<file path="src/rtl/srq_pkg.sv">
package srq_pkg;
  localparam int unsigned STB_W   = 8;
  localparam int unsigned B_MEAS  = 0;
  localparam int unsigned B_RSVD  = 1;
  localparam int unsigned B_ERR   = 2;
  localparam int unsigned B_QUEST = 3;
  localparam int unsigned B_MSG   = 4;
  localparam int unsigned B_EVT   = 5;
  localparam int unsigned B_SUMM  = 6;
  localparam int unsigned B_OPER  = 7;

  typedef logic [STB_W-1:0] stb_t;

  typedef struct packed {
    logic meas;
    logic err;
    logic quest;
    logic msg;
    logic evt;
    logic oper;
  } sum_lines_t;

  localparam stb_t SUMM_MASK = stb_t'(1) << B_SUMM;
  localparam stb_t RSVD_MASK = stb_t'(1) << B_RSVD;
endpackage

</file>
<file path="src/rtl/srq_enable_reg.sv">
module srq_enable_reg
  import srq_pkg::*;
(
  input  logic clk_i,
  input  logic rst_ni,
  input  logic wr_i,
  input  stb_t wdata_i,
  output stb_t en_o
);
  stb_t en_q;

  // summary position is never enabled, always reads 0
  always_ff @(posedge clk_i or negedge rst_ni) begin
    if (!rst_ni)   en_q <= '0;
    else if (wr_i) en_q <= wdata_i & ~SUMM_MASK;
  end

  assign en_o = en_q;

  p_write_load_r2: assert property (@(posedge clk_i) disable iff (!rst_ni)
    wr_i |=> (en_q == ($past(wdata_i) & ~SUMM_MASK)));
  p_hold_r2: assert property (@(posedge clk_i) disable iff (!rst_ni)
    !wr_i |=> $stable(en_q));
endmodule

</file>
<file path="src/rtl/srq_status_assemble.sv">
module srq_status_assemble
  import srq_pkg::*;
(
  input  sum_lines_t lines_i,
  input  stb_t       en_i,
  output stb_t       stb_o,
  output logic       mss_o
);
  stb_t stb;

  always_comb begin
    stb          = '0;
    stb[B_MEAS]  = lines_i.meas;
    stb[B_ERR]   = lines_i.err;
    stb[B_QUEST] = lines_i.quest;
    stb[B_MSG]   = lines_i.msg;
    stb[B_EVT]   = lines_i.evt;
    stb[B_OPER]  = lines_i.oper;
  end

  assign stb_o = stb;
  // summary position excluded from both operands
  assign mss_o = |(stb & en_i & ~SUMM_MASK);

  always_comb begin
    a_rsvd_zero_r4: assert (stb_o[B_RSVD] == 1'b0);
    a_summ_free_r5: assert (stb_o[B_SUMM] == 1'b0);
  end
endmodule

</file>
<file path="src/rtl/srq_rqs_ctrl.sv">
module srq_rqs_ctrl (
  input  logic clk_i,
  input  logic rst_ni,
  input  logic mss_i,
  input  logic poll_i,
  output logic rqs_o
);
  logic mss_q, rqs_q, rise;

  assign rise = mss_i & ~mss_q;

  // a new rising edge outranks a poll clear
  always_ff @(posedge clk_i or negedge rst_ni) begin
    if (!rst_ni) begin
      mss_q <= 1'b0;
      rqs_q <= 1'b0;
    end else begin
      mss_q <= mss_i;
      if (rise)        rqs_q <= 1'b1;
      else if (poll_i) rqs_q <= 1'b0;
    end
  end

  assign rqs_o = rqs_q;

  p_set_on_rise_r6: assert property (@(posedge clk_i) disable iff (!rst_ni)
    $rose(mss_i) |=> rqs_q);
  p_poll_clear_r7: assert property (@(posedge clk_i) disable iff (!rst_ni)
    (poll_i && !$rose(mss_i)) |=> !rqs_q);
  p_no_spurious_set_r8: assert property (@(posedge clk_i) disable iff (!rst_ni)
    (!rqs_q && !$rose(mss_i)) |=> !rqs_q);
endmodule

</file>
<file path="src/rtl/srq_status_top.sv">
module srq_status_top
  import srq_pkg::*;
(
  input  logic             clk_i,
  input  logic             rst_ni,
  input  logic             meas_sum_i,
  input  logic             err_avail_i,
  input  logic             quest_sum_i,
  input  logic             msg_avail_i,
  input  logic             evt_sum_i,
  input  logic             oper_sum_i,
  input  logic             en_wr_i,
  input  logic [STB_W-1:0] en_wdata_i,
  output logic [STB_W-1:0] en_rdata_o,
  output logic [STB_W-1:0] query_rdata_o,
  input  logic             poll_i,
  output logic [STB_W-1:0] poll_rdata_o,
  output logic             srq_o
);
  sum_lines_t lines;
  stb_t       en, stb;
  logic       mss, rqs;

  assign lines = '{meas: meas_sum_i, err: err_avail_i, quest: quest_sum_i,
                   msg: msg_avail_i, evt: evt_sum_i, oper: oper_sum_i};

  srq_enable_reg u_en (
    .clk_i  (clk_i),
    .rst_ni (rst_ni),
    .wr_i   (en_wr_i),
    .wdata_i(en_wdata_i),
    .en_o   (en)
  );

  srq_status_assemble u_asm (
    .lines_i(lines),
    .en_i   (en),
    .stb_o  (stb),
    .mss_o  (mss)
  );

  srq_rqs_ctrl u_rqs (
    .clk_i (clk_i),
    .rst_ni(rst_ni),
    .mss_i (mss),
    .poll_i(poll_i),
    .rqs_o (rqs)
  );

  assign en_rdata_o    = en;
  assign query_rdata_o = stb | (stb_t'(mss) << B_SUMM);
  assign poll_rdata_o  = stb | (stb_t'(rqs) << B_SUMM);
  assign srq_o         = rqs;

  p_srq_poll_bit_r7: assert property (@(posedge clk_i) disable iff (!rst_ni)
    srq_o == poll_rdata_o[B_SUMM]);
  p_views_agree_r3: assert property (@(posedge clk_i) disable iff (!rst_ni)
    (query_rdata_o & ~SUMM_MASK) == (poll_rdata_o & ~SUMM_MASK));
  p_en_summ_zero_r2: assert property (@(posedge clk_i) disable iff (!rst_ni)
    en_rdata_o[B_SUMM] == 1'b0);
endmodule

</file>
<file path="config.mk">
export PLATFORM = sky130hd
export DESIGN_NAME = srq_status_top
export DESIGN_NICKNAME = d
export VERILOG_FILES = /design/src/rtl/srq_pkg.sv /design/src/rtl/srq_enable_reg.sv /design/src/rtl/srq_status_assemble.sv /design/src/rtl/srq_rqs_ctrl.sv /design/src/rtl/srq_status_top.sv
export SDC_FILE = /design/constraint.sdc
export NUM_CORES = 1
export LEC_CHECK = 0
export ABC_AREA = 1
export BUFFER_PORTS_ARGS = -buffer_cell sky130_fd_sc_hd__buf_2
export CAP_MARGIN = 40
export CORE_UTILIZATION = 40
export DETAILED_ROUTE_END_ITERATION = 8
export PLACE_DENSITY = 0.83
export SLEW_MARGIN = 20
export SYNTH_ARGS = -nofsm -noshare
export SYNTH_HDL_FRONTEND = slang
export SYNTH_SLANG_ARGS = --single-unit
</file>
<file path="constraint.sdc">
create_clock -name clk_i -period 1.6 [get_ports clk_i]
set_input_delay 0.08 -clock clk_i [delete_from_list [all_inputs] [get_ports clk_i]]
set_output_delay 0.08 -clock clk_i [all_outputs]
set_load 0.05 [all_outputs]
</file>
==> summary.txt, run 1 <==
Number of global-route vias before repair - 337
Yosys cell types - 8
Arrival time of the worst setup path - 1.16 ns
Cells along the critical path - nand2_1, nand2_1, nor2_1, nand2_1, buf_2
Worst-Skew Late Latency - 0.26 ns
Leak - 0.3978 nW
DRT antenna net count - 0
Leading area contributor after synthesis - dfrtp_1
DRT iter0 DRCs - 4
Largest net degree at the start of global routing - 10
Maximum VDD drop - 0.6034 mV
First-pass GRT wire length - 1352 microns
N_diodes - 0
Input/output buffers - 38
Worst Path Required - 1.52 ns
Async SR Flop Fraction - 100.0%
Top-area cell type share of the netlist area - 41.96%
Cts bufs inserted - 3
CP most frequent cell - nand2_1
WP buf/inv - 1
Detailed Routing Iterations Pass 1 - 4
Maximum fanout along the worst path - 3
Area contributors post-synth - dfrtp_1 (42%), buf_4 (24%), mux2_4 (20%)
Hold WC Path Type - in2reg
Fmax achieved - 805.5 MHz
Initial antenna violation count - 0
Synth-to-Final Area Change - 20.98%
HPWL Detailed - 752.8 microns
Core area - 1171 sq um
Nets - 98
Root Buffer - clkbuf_4
Rows - 12
RD Place Congestion - 0.7044
Most numerous cell in the Yosys netlist - buf_4
Largest delay share family, worst path - flip-flops
Die Ht - 38.63 microns
Final Max Slew Viols - 0
# resized after CTS - 0
Synth Area per Inst - 10.32 sq um
Clock transition at path regs - 0.06 ns
CP Capture Type - output pin
WL/cell - 9.892 microns
Post-synth EDFFs - 0
Setup TNS - 0 ns
IO Pins - 43
Minimum clock period - 1.241 ns
Max Cap Viol - 0
Drt via density - 4.290
Clock skew - 0.001440 ns
Commonest register cell after synthesis - dfrtp_1
Post-Syn Area - 536.8 sq um
CTS Sinks - 9
Ys Warns - 0
Yosys reg bits - 9
Total gr overflow - 0
Final Cycle Share - 77.59%
Cell area power density - 1157 nW/um^2
CP Launch Type - flip-flop
Tot GR Track Use - 14.27%
CP peak stage delay - 0.40 ns
Vias - 399
Final Hold Fails - 0
Die X - 38.63 microns
Post-synthesis sequential area ratio - 41.96%
Unrepaired setup endpoints after global routing - false
CTS tree - built
H-Tree Depth - 1
Outcome - complete, no violations
Layout cells sized above 1 - 60.76%
Post-synthesis cell count - 52
Routed wire length - 920 microns
Crit-path slowest cell - dfrtp_1
Final Setup Violations - 0
Starting density of the core - 45.83%
Buffer depth of the longest clock path - 2
Die area - 1492 sq um
WS Path Type - reg2out
Total power - 0.7516 mW
Most frequent cells after synthesis - buf_4 (17), nand2_1 (13), dfrtp_1 (9), mux2_4 (7), inv_1 (3)
Layout filler cell count - 119
Post-route DRC - 0
-- cells in the final DEF, fill, tap and decap left out --
cell type	count
clkbuf_4	3
inv_1	3
dlygate4sd3_1	1
mux2_4	7
nor2_1	1
conb_1	3
buf_2	38
clkbuf_1	1
nand2_1	13
dfrtp_1	9
-- report_power, final --
part           switching (mW)  total (mW)  internal, mW
registers              0.0160       0.269         0.253
clock network          0.0772       0.173        0.0960
logic                   0.229       0.309        0.0804
-- timing repair --
| item | CTS | global route |
|---|---|---|
| hold buffers | 1 | 0 |
| hold endpoints to repair | 9 | 0 |
| buffers inserted | 0 | 0 |
-- cell type report --
type | instances | area (sq um) | share of cell area, %
multi-input cells | 24 | 168.9 | 26.01
inverters | 3 | 11.26 | 1.734
flip-flops and latches | 9 | 225.2 | 34.68
well taps | 14 | 17.52 | 2.697
repair buffers | 39 | 200.2 | 30.83
clock buffers | 4 | 26.28 | 4.046
-- flip-flops by register name, indices dropped and copies added (netlist names) --
register     flops
u_en.en_o        7
u_rqs.mss_q      1
u_rqs.rqs_o      1
-- stage by stage --
stage               instances  area, sq um  utilization (%)  setup WS [ns]  hold slack, ns
finish                     93        649.4            55.45         0.3585         0.04804
global route               93        649.4            55.45         0.2255         0.04051
CTS                        93        649.4            55.45         0.3234         0.03797
detailed placement         88        613.1            52.35         0.6104        -0.05655
global placement           88        613.1            52.35         0.6173        -0.06540
floorplan                  54        544.3                -         0.4317         -0.2156
-- final timing paths --
path | from | endpoint | slack [ns] | depth (start not counted)
max in group asynchronous | rst_ni | u_en.en_o[3]$_DFFE_PN0P_ | 1.21 | 2
setup / recovery | u_en.en_o[3]$_DFFE_PN0P_ | query_rdata_o[6] | 0.36 | 5
min in group asynchronous | rst_ni | u_en.en_o[2]$_DFFE_PN0P_ | 0.21 | 2
hold reg to reg | u_rqs.mss_q$_DFF_PN0_ | u_rqs.rqs_o$_DFFE_PN0P_ | 0.48 | 3
hold / removal | en_wdata_i[5] | u_en.en_o[5]$_DFFE_PN0P_ | 0.05 | 2
setup reg to reg | u_en.en_o[3]$_DFFE_PN0P_ | u_rqs.rqs_o$_DFFE_PN0P_ | 0.70 | 6
-- cell families (layout without fill, tap and decap cells) --
logic type,after synthesis,after routing,share of synthesized area [%]
buf+inv,21,46,27.97
flops,9,9,41.96
simple gates,14,14,9.790
mux,7,7,19.58
other cells,1,3,0.6986
-- metal layers --
metal / GRT usage, % / wire, microns
met5: 0 / 0
met4: 10.34 / 0
met3: 4.046 / 94
met2: 24.58 / 491
met1: 14.39 / 334
-- worst reg2reg max path, stage by stage (launching register included) --
cell,delay (ns)
dfrtp_1,0.40
nand2_1,0.07
nand2_1,0.05
nor2_1,0.10
nand2_1,0.08
nand2_1,0.06
nand2_1,0.04
Note: power is estimated with default switching activity, not from simulation.
==> inputs of run 2 (changes only) <==
--- a/config.mk
+++ b/config.mk
@@ -8,9 +8,9 @@
 export ABC_AREA = 1
 export BUFFER_PORTS_ARGS = -buffer_cell sky130_fd_sc_hd__buf_2
 export CAP_MARGIN = 40
-export CORE_UTILIZATION = 40
+export CORE_UTILIZATION = 33
 export DETAILED_ROUTE_END_ITERATION = 8
-export PLACE_DENSITY = 0.83
+export PLACE_DENSITY = 0.73
 export SLEW_MARGIN = 20
 export SYNTH_ARGS = -nofsm -noshare
 export SYNTH_HDL_FRONTEND = slang
==> constraint.sdc (replaced) <==
create_clock -name clk_i -period 1 [get_ports clk_i]
set_input_delay 0.05 -clock clk_i [delete_from_list [all_inputs] [get_ports clk_i]]
set_output_delay 0.05 -clock clk_i [all_outputs]
set_load 0.05 [all_outputs]
==> run 2 against run 1 <==
Effect of this change: the flow now finishes with violations (negative setup slack); clock skew up 0.0064 ns; clock power up 62%; register-to-register slack worse by 0.73 ns; count of clock-buffer cells in the layout unchanged; die area up 20%; critical path type unchanged; largest cell class is now buffers.
==> summary.txt, run 2 (same netlist as run 1, synthesis figures left out) <==
Outcome - finished, violations left (was complete, no violations)
Failing checks - negative setup slack
Clock skew - 0.007871 ns (was 0.001440 ns)
Crit Reg-Reg Startpoint - u_en.en_o[3]$_DFFE_PN0P_ (unchanged)
Most Used Layer, Global Route - met2 (unchanged)
CP Capture Type - output pin (unchanged)
Clk pwr share - 21.3% (was 23.0%)
Post-route DRC - 0 (unchanged)
Final Hold Fails - 0 (unchanged)
Switching power - 0.5469 mW (was 0.3222 mW)
Die X - 42.33 microns (was 38.63 microns)
Final Cycle Share - 117.0%
Max FFs per register - 7 (unchanged)
Worst Hold Launch - poll_i (was en_wdata_i[5])
Die area - 1792 sq um (was 1492 sq um)
Leak - 0.4464 nW (was 0.3978 nW)
Met2 Track Usage GR - 22.46% (was 24.58%)
RD Place Congestion - 0.5988 (was 0.7044)
Fmax achieved - 854.8 MHz
Die Ht - 42.33 microns (was 38.63 microns)
WS Path Type - reg2out (unchanged)
CP Launch Type - flip-flop (unchanged)
HPWL Detailed - 781.2 microns (was 752.8 microns)
Tot GR Track Use - 12.84% (was 14.27%)
Switching Share - 41.40% (was 42.87%)
Clock transition at path regs - 0.06 ns (about the same)
Layout Cells excl Fill - 102 (was 93)
Worst-Skew Late Latency - 0.26 ns (about the same)
Cell area power density - 1684 nW/um^2 (was 1157 nW/um^2)
Reg power frac - 32.9% (was 35.8%)
DRT iter0 DRCs - 2 (was 4)
Layout filler cell count - 153 (was 119)
Cts bufs inserted - 3 (unchanged)
Maximum fanout along the worst path - 2 (was 3)
Final Setup Violations - 5 (was 0)
Minimum clock period - 1.170 ns
CTS Sinks - 9 (unchanged)
Arrival time of the worst setup path - 1.12 ns (was 1.16 ns)
Worst Path Required - 0.95 ns (was 1.52 ns)
First-pass GRT wire length - 1628 microns (was 1352 microns)
Most frequent cells in the layout - buf_2 (33), nand2_1 (9), mux2_4 (7) (was buf_2 (38), nand2_1 (13), dfrtp_1 (9))
Root Buffer - clkbuf_4 (unchanged)
Maximum VDD drop - 0.8458 mV (was 0.6034 mV)
N_diodes - 0 (unchanged)
Final Max Slew Viols - 0 (unchanged)
Nets - 105 (was 98)
Comb power frac - 45.8% (was 41.2%)
Hold WC Path Type - in2reg (unchanged)
Layout cells sized above 1 - 75.58% (was 60.76%)
Cells after DPL - 90 (was 88)
H-Tree Depth - 1 (unchanged)
Synth-to-Final Area Change - 46.15% (was 20.98%)
Drt via density - 4.098 (was 4.290)
Final Worst Setup Slack - -0.1699 ns (was 0.3585 ns)
Initial antenna violation count - 0 (unchanged)
Most common cell after layout, fill and taps aside - buf_2 (unchanged)
Starting density of the core - 35.63% (was 45.83%)
Detailed Routing Iterations Pass 1 - 4 (unchanged)
Rows - 14 (was 12)
Buffer depth of the longest clock path - 2 (unchanged)
DRT antenna net count - 0 (unchanged)
Input/output buffers - 38 (unchanged)
Crit path from - u_en.en_o[4]$_DFFE_PN0P_ (was u_en.en_o[3]$_DFFE_PN0P_)
Total gr overflow - 0 (unchanged)
Number of global-route vias before repair - 381 (was 337)
Met1 Usage GRT - 12.53% (was 14.39%)
Largest net degree at the start of global routing - 10 (unchanged)
WL/cell - 10.48 microns (was 9.892 microns)
Core Util, Final - 52.08% (was 55.45%)
Max Cap Viol - 0 (unchanged)
IO Pins - 43 (unchanged)
Routed wire length - 1069 microns (was 920 microns)
Unrepaired setup endpoints after global routing - true (was false)
Core area - 1506 sq um (was 1171 sq um)
Cell-internal power - 0.7740 mW (was 0.4294 mW)
CTS tree - built (unchanged)
Grt met3 use - 6.466% (was 4.046%)
Vias - 418 (was 399)
==> run 2: changes by cell type in the layout (fill, tap and decap cells not counted) <==
| cell | delta |
|---|---|
| dfrtp_1 | -6 |
| dfrtp_2 | +6 |
| buf_2 | -5 |
| buf_6 | +4 |
| buf_8 | +4 |
| nand2_1 | -4 |
| nand2_2 | +4 |
| buf_4 | +3 |
| dlygate4sd3_1 | +1 |
| nor2_1 | -1 |
| nor2_2 | +1 |
==> run 2: routing by layer <==
metal	routed length, microns	part of all wire, %
met1	429	40
met2	562	53
met3	77	7.2
met4	0	0
met5	0	0
==> run 2: what timing repair did <==
action	CTS	global route
setup buffers	5	1
setup endpoints to repair	1	7
gates resized for setup	10	12
hold buffers	2	0
pin swaps	2	2
hold endpoints to repair	10	0
==> run 2: final timing paths <==
check                                                end  slack [ns]  depth (start not counted)
worst max-delay path                    query_rdata_o[6]       -0.17                          5
worst min-delay path             u_rqs.rqs_o$_DFFE_PN0P_        0.01                          4
worst max register to register  u_en.en_o[3]$_DFFE_PN0P_       -0.03                          3
worst min register to register   u_rqs.rqs_o$_DFFE_PN0P_        0.48                          3
max in group asynchronous       u_en.en_o[2]$_DFFE_PN0P_        0.64                          2
min in group asynchronous       u_en.en_o[4]$_DFFE_PN0P_        0.16                          2
==> run 2: worst max-delay path, stage by stage, from the launching register on <==
cell and delay [ns]:
dfrtp_2 0.41, nand2_2 0.06, nand2_2 0.05, nor2_2 0.11, nand2_2 0.07, buf_8 0.15
==> run 2: metrics by stage <==
| stage | hold slack [ns] | setup slack, ns | power, mW | TNS, ns | instance area (sq um) |
|---|---|---|---|---|---|
| after floorplan | -0.2456 | -0.01623 | 0.8824 | -0.02579 | 555.5 |
| after global placement | -0.09222 | 0.02893 | 0.9310 | 0 | 623.1 |
| after detailed placement | -0.08616 | 0.005670 | 0.9401 | 0 | 623.1 |
| after CTS | 0.0006391 | -0.1949 | 1.298 | -0.2591 | 738.2 |
| after global routing | 0.002633 | -0.2713 | 1.405 | -0.6901 | 784.5 |
| final | 0.01078 | -0.1699 | 1.321 | -0.3467 | 784.5 |
==> run 2: layout make-up <==
cell class	instances	area, sq um	share of cell area, %
flip-flops and latches	9	232.7	29.67
inverters	3	11.26	1.435
well taps	16	20.02	2.552
clock buffers	4	26.28	3.349
repair buffers	46	312.8	39.87
multi-input cells	24	181.4	23.13
==> run 2: power groups by stage <==
stage	combinational (mW)	sequential, mW	clock (mW)
finish	0.605	0.435	0.281
detailed placement	0.497	0.443	0
global route	0.635	0.440	0.330
CTS	0.569	0.432	0.298
floorplan	0.312	0.570	0
global placement	0.490	0.441	0
